[src/rtl/i2ct_pkg.sv]
package i2ct_pkg;

    localparam int BYTE_W = 8;
    localparam int CNT_W  = 4;

    typedef enum logic [2:0] {
        PH_IDLE,
        PH_ADDR,
        PH_PTR,
        PH_WDATA,
        PH_RDATA,
        PH_WAIT
    } phase_e;

    typedef struct packed {
        phase_e              phase;
        phase_e              nxt;
        logic [CNT_W-1:0]    bit_cnt;
        logic [BYTE_W-1:0]   shreg;
        logic [BYTE_W-1:0]   tx;
        logic [BYTE_W-1:0]   ptr;
        logic                ack_pend;
        logic                sda_oe;
        logic                hold;
    } eng_state_t;

endpackage

[src/rtl/i2ct_sync.sv]
module i2ct_sync #(
    parameter int N_LINES = 2,
    parameter int STAGES  = 2
) (
    input  logic               clk,
    input  logic               rst_n,
    input  logic [N_LINES-1:0] raw_i,
    output logic [N_LINES-1:0] now_o,
    output logic [N_LINES-1:0] prev_o
);

    for (genvar g = 0; g < N_LINES; g++) begin : g_line
        logic [STAGES-1:0] chain_q;
        logic [STAGES-1:0] chain_d;
        logic              prev_q;
        logic              prev_d;

        always_comb begin
            chain_d = {chain_q[STAGES-2:0], raw_i[g]};
            prev_d  = chain_q[STAGES-1];
        end

        always_ff @(posedge clk or negedge rst_n) begin
            if (!rst_n) begin
                chain_q <= '1;
                prev_q  <= 1'b1;
            end else begin
                chain_q <= chain_d;
                prev_q  <= prev_d;
            end
        end

        assign now_o[g]  = chain_q[STAGES-1];
        assign prev_o[g] = prev_q;
    end

endmodule

[src/rtl/i2ct_regfile.sv]
module i2ct_regfile #(
    parameter int DEPTH = 16,
    parameter int DW    = 8,
    parameter int PW    = 8
) (
    input  logic          clk,
    input  logic          rst_n,
    input  logic          wr_en_i,
    input  logic [PW-1:0] wr_ptr_i,
    input  logic [DW-1:0] wr_data_i,
    input  logic [PW-1:0] rd_ptr_i,
    output logic [DW-1:0] rd_data_o
);

    logic [DW-1:0] mem_q [DEPTH];

    for (genvar e = 0; e < DEPTH; e++) begin : g_entry
        logic          hit;
        logic [DW-1:0] ent_d;

        always_comb begin
            hit   = wr_en_i && (wr_ptr_i == PW'(e));
            ent_d = hit ? wr_data_i : mem_q[e];
        end

        always_ff @(posedge clk or negedge rst_n) begin
            if (!rst_n) mem_q[e] <= '0;
            else        mem_q[e] <= ent_d;
        end
    end

    always_comb begin
        rd_data_o = '1;
        for (int i = 0; i < DEPTH; i++) begin
            if (rd_ptr_i == PW'(i)) rd_data_o = mem_q[i];
        end
    end

    // the engine never asks for a store outside the array
    p_wr_in_range_r4: assert property (@(posedge clk) disable iff (!rst_n)
        wr_en_i |-> (int'(wr_ptr_i) < DEPTH));

endmodule

[src/rtl/i2ct_engine.sv]
module i2ct_engine
    import i2ct_pkg::*;
#(
    parameter logic [6:0] TARGET_ADDR = 7'h2A,
    parameter int         DEPTH       = 16
) (
    input  logic              clk,
    input  logic              rst_n,
    input  logic              scl_now,
    input  logic              scl_prev,
    input  logic              sda_now,
    input  logic              sda_prev,
    input  logic              busy_i,
    input  logic [BYTE_W-1:0] rd_data_i,
    output logic              wr_en_o,
    output logic [BYTE_W-1:0] wr_ptr_o,
    output logic [BYTE_W-1:0] wr_data_o,
    output logic [BYTE_W-1:0] rd_ptr_o,
    output logic              sda_oe_o,
    output logic              scl_oe_o
);

    localparam logic [CNT_W-1:0] LAST_BIT = CNT_W'(BYTE_W - 1);
    localparam logic [CNT_W-1:0] ACK_SLOT = CNT_W'(BYTE_W);
    localparam logic [CNT_W-1:0] ACK_DONE = CNT_W'(BYTE_W + 1);

    eng_state_t st_q, st_d;

    logic start_ev, stop_ev, scl_rise, scl_fall, active, in_range;
    logic [BYTE_W-1:0] byte_in, ptr_inc, fetch;

    always_comb begin
        start_ev = scl_now && scl_prev && sda_prev && !sda_now;
        stop_ev  = scl_now && scl_prev && !sda_prev && sda_now;
        scl_rise = scl_now && !scl_prev;
        scl_fall = !scl_now && scl_prev;
        active   = (st_q.phase != PH_IDLE) && (st_q.phase != PH_WAIT);
        in_range = int'(st_q.ptr) < DEPTH;
        byte_in  = {st_q.shreg[BYTE_W-2:0], sda_now};
        ptr_inc  = (int'(st_q.ptr) == DEPTH - 1) ? '0 : st_q.ptr + 1'b1;
        fetch    = in_range ? rd_data_i : '1;
    end

    always_comb begin
        st_d      = st_q;
        wr_en_o   = 1'b0;
        wr_ptr_o  = st_q.ptr;
        wr_data_o = byte_in;

        if (start_ev || stop_ev) begin
            st_d.phase    = start_ev ? PH_ADDR : PH_IDLE;
            st_d.bit_cnt  = '0;
            st_d.sda_oe   = 1'b0;
            st_d.hold     = 1'b0;
            st_d.ack_pend = 1'b0;
        end else if (st_q.hold) begin
            if (!busy_i) begin
                st_d.hold = 1'b0;
                if (st_q.phase == PH_RDATA) begin
                    st_d.tx     = fetch;
                    st_d.sda_oe = !fetch[BYTE_W-1];
                    if (in_range) st_d.ptr = ptr_inc;
                end
            end
        end else if (scl_rise && active) begin
            if (st_q.bit_cnt < ACK_SLOT) begin
                st_d.shreg   = byte_in;
                st_d.bit_cnt = st_q.bit_cnt + 1'b1;
                if (st_q.bit_cnt == LAST_BIT) begin
                    unique case (st_q.phase)
                        PH_ADDR: begin
                            if (byte_in[BYTE_W-1:1] == TARGET_ADDR) begin
                                st_d.ack_pend = 1'b1;
                                st_d.nxt      = byte_in[0] ? PH_RDATA : PH_PTR;
                            end else begin
                                st_d.phase   = PH_WAIT;
                                st_d.bit_cnt = '0;
                            end
                        end
                        PH_PTR: begin
                            st_d.ptr      = byte_in;
                            st_d.ack_pend = 1'b1;
                            st_d.nxt      = PH_WDATA;
                        end
                        PH_WDATA: begin
                            st_d.nxt = PH_WDATA;
                            if (in_range) begin
                                wr_en_o       = 1'b1;
                                st_d.ptr      = ptr_inc;
                                st_d.ack_pend = 1'b1;
                            end else begin
                                st_d.ack_pend = 1'b0;
                            end
                        end
                        default: begin
                            st_d.nxt      = PH_RDATA;
                            st_d.ack_pend = 1'b0;
                        end
                    endcase
                end
            end else begin
                st_d.bit_cnt = ACK_DONE;
                if (st_q.phase == PH_RDATA && sda_now) begin
                    st_d.phase   = PH_WAIT;
                    st_d.bit_cnt = '0;
                end
            end
        end else if (scl_fall && active) begin
            if (st_q.bit_cnt == ACK_SLOT) begin
                st_d.sda_oe = st_q.ack_pend;
            end else if (st_q.bit_cnt == ACK_DONE) begin
                st_d.bit_cnt  = '0;
                st_d.sda_oe   = 1'b0;
                st_d.ack_pend = 1'b0;
                st_d.phase    = st_q.nxt;
                if (busy_i) begin
                    st_d.hold = 1'b1;
                end else if (st_q.nxt == PH_RDATA) begin
                    st_d.tx     = fetch;
                    st_d.sda_oe = !fetch[BYTE_W-1];
                    if (in_range) st_d.ptr = ptr_inc;
                end
            end else if (st_q.phase == PH_RDATA && st_q.bit_cnt != '0) begin
                st_d.tx     = {st_q.tx[BYTE_W-2:0], 1'b0};
                st_d.sda_oe = !st_q.tx[BYTE_W-2];
            end
        end
    end

    always_ff @(posedge clk or negedge rst_n) begin
        if (!rst_n) begin
            st_q <= '{phase: PH_IDLE, nxt: PH_IDLE, default: '0};
        end else begin
            st_q <= st_d;
        end
    end

    assign rd_ptr_o = st_q.ptr;
    assign sda_oe_o = st_q.sda_oe;
    assign scl_oe_o = st_q.hold;

    // any START puts the engine back at bit 0 of an address byte, line released
    p_start_abort_r8: assert property (@(posedge clk) disable iff (!rst_n)
        start_ev |=> (st_q.phase == PH_ADDR && st_q.bit_cnt == '0 && !st_q.sda_oe));

    // data enable moves only while the clock line is low, bar START/STOP
    p_sda_low_phase_r5: assert property (@(posedge clk) disable iff (!rst_n)
        (!$stable(st_q.sda_oe) && !$past(start_ev) && !$past(stop_ev)) |-> !$past(scl_now));

    // a stretch ends one cycle after busy drops
    p_stretch_release_r9: assert property (@(posedge clk) disable iff (!rst_n)
        (st_q.hold && !busy_i && !start_ev && !stop_ev) |=> !st_q.hold);

    // STOP leaves both lines released
    p_stop_release_r10: assert property (@(posedge clk) disable iff (!rst_n)
        stop_ev |=> (!sda_oe_o && !scl_oe_o));

    // once out of the conversation the target drives nothing
    p_wait_silent_r7: assert property (@(posedge clk) disable iff (!rst_n)
        (st_q.phase == PH_WAIT) |-> (!sda_oe_o && !scl_oe_o));

endmodule

[src/rtl/i2c_regtarget.sv]
module i2c_regtarget
    import i2ct_pkg::*;
#(
    parameter logic [6:0] TARGET_ADDR = 7'h2A,
    parameter int         DEPTH       = 16,
    parameter int         SYNC_STAGES = 2
) (
    input  logic clk,
    input  logic rst_n,
    input  logic scl_i,
    input  logic sda_i,
    input  logic busy_i,
    output logic sda_oe_o,
    output logic scl_oe_o
);

    localparam int LINES = 2;
    localparam int L_SCL = 1;
    localparam int L_SDA = 0;

    logic [LINES-1:0] ln_now, ln_prev;
    logic              wr_en;
    logic [BYTE_W-1:0] wr_ptr, wr_data, rd_ptr, rd_data;

    i2ct_sync #(.N_LINES(LINES), .STAGES(SYNC_STAGES)) i_sync (
        .clk    (clk),
        .rst_n  (rst_n),
        .raw_i  ({scl_i, sda_i}),
        .now_o  (ln_now),
        .prev_o (ln_prev)
    );

    i2ct_engine #(.TARGET_ADDR(TARGET_ADDR), .DEPTH(DEPTH)) i_engine (
        .clk       (clk),
        .rst_n     (rst_n),
        .scl_now   (ln_now[L_SCL]),
        .scl_prev  (ln_prev[L_SCL]),
        .sda_now   (ln_now[L_SDA]),
        .sda_prev  (ln_prev[L_SDA]),
        .busy_i    (busy_i),
        .rd_data_i (rd_data),
        .wr_en_o   (wr_en),
        .wr_ptr_o  (wr_ptr),
        .wr_data_o (wr_data),
        .rd_ptr_o  (rd_ptr),
        .sda_oe_o  (sda_oe_o),
        .scl_oe_o  (scl_oe_o)
    );

    i2ct_regfile #(.DEPTH(DEPTH), .DW(BYTE_W), .PW(BYTE_W)) i_regs (
        .clk       (clk),
        .rst_n     (rst_n),
        .wr_en_i   (wr_en),
        .wr_ptr_i  (wr_ptr),
        .wr_data_i (wr_data),
        .rd_ptr_i  (rd_ptr),
        .rd_data_o (rd_data)
    );

endmodule

[config.mk]
export PLATFORM = sky130hd
export DESIGN_NAME = i2c_regtarget
export DESIGN_NICKNAME = d
export VERILOG_FILES = /design/src/rtl/i2ct_pkg.sv /design/src/rtl/i2ct_sync.sv /design/src/rtl/i2ct_regfile.sv /design/src/rtl/i2ct_engine.sv /design/src/rtl/i2c_regtarget.sv
export SDC_FILE = /design/constraint.sdc
export NUM_CORES = 1
export LEC_CHECK = 0
export BUFFER_PORTS_ARGS = -buffer_cell sky130_fd_sc_hd__buf_2
export CELL_PAD_IN_SITES_DETAIL_PLACEMENT = 0
export CELL_PAD_IN_SITES_GLOBAL_PLACEMENT = 1
export CORE_MARGIN = 2
export CORE_UTILIZATION = 34
export CTS_CLUSTER_SIZE = 12
export DETAILED_ROUTE_END_ITERATION = 8
export HOLD_SLACK_MARGIN = 0.06
export PLACE_DENSITY = 0.63
export SYNTH_ARGS = -nofsm -noshare
export SYNTH_HDL_FRONTEND = slang
export SYNTH_SLANG_ARGS = --single-unit
export TNS_END_PERCENT = 10
[constraint.sdc]
create_clock -name clk -period 3.15 [get_ports clk]
set_input_delay 0.4725 -clock clk [delete_from_list [all_inputs] [get_ports clk]]
set_output_delay 0.4725 -clock clk [all_outputs]
set_load 0.03 [all_outputs]
==> results of run 1 <==
==> state kept, by name, summed over array words and instances (netlist names) <==
name and count:
i_engine.rd_ptr_o 8, i_engine.scl_oe_o 1, i_engine.sda_oe_o 1, i_engine.st_q 18
i_engine.wr_data_o 7, i_regs.mem_q 128, i_sync.g_line.chain_q 4, i_sync.g_line.prev_q 2
==> cells in the final DEF, fill, tap and decap left out, types with 7 or more instances in the layout <==
| master | n |
|---|---|
| a221oi_1 | 10 |
| a211oi_1 | 9 |
| nand2b_1 | 16 |
| nor3_1 | 9 |
| o31ai_1 | 7 |
| nor2_1 | 42 |
| o22ai_1 | 9 |
| a21oi_1 | 43 |
| a31oi_1 | 8 |
| o21ai_0 | 41 |
| clkbuf_16 | 17 |
| nor2b_1 | 11 |
| buf_4 | 39 |
| inv_1 | 23 |
| mux2_2 | 133 |
| nand3_1 | 9 |
| o221ai_1 | 7 |
| a22o_1 | 8 |
| nand2_1 | 47 |
| dfrtp_1 | 163 |
==> how the worst min path moves through the flow <==
stage | startpoint | to | slack, ns
after floorplan | rst_n | i_engine.rd_ptr_o[0] | 0.18
after global placement | i_sync.g_line[0].chain_q[0] | i_sync.g_line[0].chain_q[1] | 0.35
after detailed placement | i_sync.g_line[0].chain_q[0] | i_sync.g_line[0].chain_q[1] | 0.35
after CTS | rst_n | i_regs.mem_q[89] | 0.09
after global routing | rst_n | i_regs.mem_q[89] | 0.11
final | rst_n | i_regs.mem_q[89] | 0.07
==> cell families after synthesis <==
kind of cell / after synthesis / share of synthesized area (%)
buffers and inverters: 84 / 3.77
multiplexers: 137 / 17.5
AO/OA/AOI/OAI: 209 / 16.7
flip-flops: 169 / 48.2
AND/OR/NAND/NOR: 190 / 12.6
XOR/XNOR: 2 / 0.199
adder cells (fa/ha/maj): 7 / 0.997
==> power by group through the flow <==
stage / Combinational [uW] / Sequential, uW / Clock, uW
global route: 540 / 2250 / 2330
CTS: 500 / 2240 / 2230
floorplan: 271 / 2280 / 0
detailed placement: 498 / 2280 / 0
finish: 498 / 2240 / 2190
global placement: 499 / 2280 / 0
==> routing by layer <==
| layer | wire (microns) | vias up |
|---|---|---|
| li1 | - | 2963 |
| met1 | 12800 | 3308 |
| met2 | 12000 | 154 |
| met3 | 1180 | 25 |
| met4 | 412 | 0 |
| met5 | 0 | - |
==> critical path: cells and delay by family, from the launching register on <==
kind                      cells  cell delay (ns)
AOI/OAI and AO/OA             3             1.04
xor gates and xnor gates      1             0.45
DFF                           1             0.47
and+or+nand+nor               2             0.77
==> through the flow <==
| stage | setup WS, ns | utilization (%) | area, sq um |
|---|---|---|---|
| floorplan | 0.501 | - | 8790 |
| CTS | 0.385 | 39.4 | 9960 |
| detailed placement | 0.407 | 37.1 | 9360 |
| global route | 0.0913 | 39.4 | 9960 |
| finish | 0.335 | 39.4 | 9960 |
| global placement | 0.383 | 37.1 | 9360 |
==> area by class of cell <==
cell class	count	area [sq um]
fillers	2486	15300
repair buffers	48	389
multi-input cells	545	4230
clock inverters	11	144
inverters	24	90.1
flip-flops and latches	169	4240
clock buffers	21	460
well taps	330	413
==> results.cfg, run 1 <==
[critical_path]
critPathArrivalTime_ns = 3.18
cp_common_cell = a211oi_1
crit_end = i_engine.rd_ptr_o[1]
required_ns = 3.52
slowest_stage = a211oi_1
slowest_delay_ns = 0.60
path_cells = xnor2_1, a211oi_1, a211oi_1, nand2_1, nor4_4, a221o_1
r2r-start = i_engine.st_q[36]
crit_type = reg -> reg
ff2ff_path_depth = 6
reg2reg_setup_slack_ns = 0.34
startpoint_type = flip-flop
cp-startpoint = i_engine.st_q[36]
timing.rr.end = i_engine.rd_ptr_o[1]
end_kind = flip-flop
cp_max_fo = 9

[synthesis]
yosysWarnings = 0
synthTopCellsByCount = dfrtp_1 (163), mux2_2 (133), clkbuf_1 (47), nand2_1 (47), a21oi_1 (43)
yosysMostFrequentCell = dfrtp_1
async_reset_ff_share_pct = 100
synth.net_count = 810
yosys_register_bits = 169
synth_top_area_cell = dfrtp_1
synth.avg_cell_area_sq_um = 11.0
synth_edf_count = 0
synthCells = 798
syn_area_sq_um = 8790
synth_top_area_share_pct = 46.4
synth_flop_cell = dfrtp_1
seq_area_frac_synth_pct = 48.2
synth.area.top_cells = dfrtp_1 (46%), mux2_2 (17%), a21oi_1 (2.4%)
synth_cell_types = 77

[routing]
antenna_left = 0
avgRoutedWirePerCell_microns = 23.0
first_pass_iters = 5
drc = 0
num_vias = 6450
drtIter0Drc = 544
via_per_inst = 5.62
drt_wl_total_microns = 26400

[timing]
fin_tns_setup_ns = 0
drv_slew = 0
relSlewSlack_pct = 24.5
hold_slack_ns = 0.0661
setup_violations = 0
rsz0062_at_grt = false
max_freq_mhz = 355
hold_violations = 0
final.min_clock_period_ns = 2.81
finalCritPeriodShare_pct = 89.4
worstMarginPinSlew_ns = 1.13
skew_ns = 0.0202

[clock_network]
clkSinkCount = 169
cts_max_level = 4
cts_tree = done
clkTransAtPathRegs_ns = 0.07
clk_path_buf_depth = 2
holdBufCountCts = 0
cts.repair.resized = 0
cts_buffers = 17
insertion_delay_ns = 0.44
cts_setup_buffers = 0
cts-root-buf = clkbuf_16

[hold_path]
hold_class = in -> async

[global_routing]
grt-busiest-layer = met2
met3_usage_pct = 3.31
grtUsageMet2_pct = 32.0
grt_start_max_net_pins = 73
grt_use_met1_pct = 29.7
overflow = 0
grt_first_pass_wirelength_microns = 41200
grt_use_total_pct = 20.5
grt_pass1_vias = 6591
antenna_found_initial = 0

[placed_design]
gp_congestion = 0.842
hpwl_microns = 17800
numPortBuffers = 6
placed_cells = 1116

[power_and_ir_drop]
power_frac_comb_pct = 10.1
swShare_pct = 25.9
power.net_switching_uw = 1280
power_frac_clock_pct = 44.4
sequentialPowerShare_pct = 45.5
ir_drop_mv = 0.383
intPower_uw = 3650
power_density_nw_per_um2 = 495
power.total_uw = 4930
p_leak_uw = 0.00459

[job]
cap_violations = 0

[die]
die_width_microns = 165
die_area_sq_um = 27200
core-area_sq_um = 25300
start_util_pct = 34.8
die_y_microns = 165
num_io_pins = 7
row_count = 58

[finish]
insertedDiodeCount = 0
nets = 817
fin_cells = 1148
area_growth_pct = 13.4
drive_gt1_share_pct = 30.3

[status]
outcome = finished clean
(Power assumes the default switching activity.)
==> run 2, diff against run 1 <==
--- a/config.mk
+++ b/config.mk
@@ -13,7 +13,7 @@
 export CTS_CLUSTER_SIZE = 12
 export DETAILED_ROUTE_END_ITERATION = 8
 export HOLD_SLACK_MARGIN = 0.06
-export PLACE_DENSITY = 0.63
+export PLACE_DENSITY_LB_ADDON = 0.1
 export SYNTH_ARGS = -nofsm -noshare
 export SYNTH_HDL_FRONTEND = slang
 export SYNTH_SLANG_ARGS = --single-unit
==> results.cfg, run 2 (same netlist as run 1, synthesis figures left out) <==
[status]
outcome = finished clean

[routing]
antenna_left = 0
avgRoutedWirePerCell_microns = 25.4
drtIter0Drc = 509
num_vias = 6618
first_pass_iters = 5
drc = 0
via_per_inst = 5.75
drt_wl_total_microns = 29200

[critical_path]
critPathArrivalTime_ns = 3.16
cp_max_fo = 14
startpoint_type = flip-flop
end_kind = flip-flop
crit_type = reg -> reg
required_ns = 3.48

[clock_network]
cts_max_level = 4
clk_path_buf_depth = 2
cts.repair.resized = 0
cts-root-buf = clkbuf_16
cts_buffers = 17
cts_tree = done
insertion_delay_ns = 0.44
clkTransAtPathRegs_ns = 0.07
clkSinkCount = 169
holdBufCountCts = 1
cts_setup_buffers = 0

[die]
start_util_pct = 34.8
core-area_sq_um = 25300
num_io_pins = 7
row_count = 58
die_width_microns = 165
die_y_microns = 165
die_area_sq_um = 27200

[finish]
area_growth_pct = 13.5
design_area_sq_um = 9970
final_cell_mix = dfrtp_1 (163), mux2_2 (133), nand2_1 (47)
insertedDiodeCount = 0
fillers = 2497
final_common_cell = dfrtp_1
top_register = i_regs.mem_q
largest_register_ffs = 128
nets = 819
drive_gt1_share_pct = 30.6

[placed_design]
gp_congestion = 0.945
numPortBuffers = 6
hpwl_microns = 19900
place_ws_ns = 0.366
placed_cell_area_sq_um = 9380

[global_routing]
grt_pass1_vias = 6942
overflow = 0
grt_first_pass_wirelength_microns = 45100
antenna_found_initial = 0
grt_start_max_net_pins = 62
grt_use_total_pct = 22.9

[job]
cap_violations = 0

[timing]
skew_ns = 0.0116
finalCritPeriodShare_pct = 89.8
setup_ws_ns = 0.321
max_freq_mhz = 353
setup_violations = 0
fin_tns_setup_ns = 0
hold_violations = 0
final.min_clock_period_ns = 2.83
relSlewSlack_pct = 42.6
worstMarginPinSlew_ns = 0.849
drv_slew = 0
rsz0062_at_grt = false

[power_and_ir_drop]
power_density_nw_per_um2 = 496
ir_drop_mv = 0.317
p_leak_uw = 0.00460

[hold_path]
hold_class = in -> reg
-- run 2: changes by cell type in the layout (fill, tap and decap cells not counted) --
cell	delta
bufinv_16	-1
clkinvlp_4	-1
inv_8	+1
clkbuf_1	-2
inv_6	+4
buf_12	+1
dlygate4sd3_1	+1
clkinv_4	+1
clkbuf_8	-2
-- run 2: worst paths after layout --
path / start / end / slack (ns) / cells after the start
min in group asynchronous: rst_n / i_engine.st_q[32] / 0.55 / 2
max in group asynchronous: rst_n / i_sync.g_line[0].chain_q[0] / 1.83 / 3
min reg2reg: i_sync.g_line[1].chain_q[0] / i_sync.g_line[1].chain_q[1] / 0.36 / 0
min: sda_i / i_sync.g_line[0].chain_q[0] / 0.13 / 1
max: i_engine.rd_ptr_o[7] / i_engine.st_q[11] / 0.32 / 6
max reg2reg: i_engine.rd_ptr_o[7] / i_engine.st_q[11] / 0.32 / 6
-- run 2: stage by stage --
step	util [%]	total power [uW]	instances	hold WS, ns
final	39.5	4950	1150	0.128
after global routing	39.5	5140	1150	0.115
after CTS	39.5	4990	1150	0.117
after detailed placement	37.1	2810	1117	0.351
after global placement	37.1	2800	1117	0.350
after floorplan	-	2550	798	0.177
-- run 2: area by class of cell --
cell class | count | area [sq um] | share of cell area [%]
Clock buffer | 17 | 425 | 4.26
Clock inverter | 15 | 161 | 1.62
Inverter | 24 | 90.1 | 0.903
Multi-Input combinational cell | 545 | 4230 | 42.4
Sequential cell | 169 | 4240 | 42.5
Tap cell | 330 | 413 | 4.14
Timing Repair Buffer | 50 | 419 | 4.20
-- run 2: power by group --
group / internal [uW] / leakage (uW) / switching (uW)
registers: 2210 / 0.00233 / 36.0
clock network: 1190 / 0.000295 / 993
logic: 159 / 0.00197 / 364
-- run 2: worst max-delay path, stage by stage, from the launching register on --
cell and delay (ns):
dfrtp_1 0.40, or4_1 0.85, nor2_1 0.57, o221ai_1 0.35, nand3_1 0.17, nor2_1 0.07
o31ai_1 0.31
-- run 2: metal layers --
metal	GRT usage (%)	vias up	wire length [microns]
li1	-	2967	-
met1	31.4	3463	13500
met2	35.9	147	13500
met3	5.27	41	1420
met4	7.71	0	766
met5	0	-	0
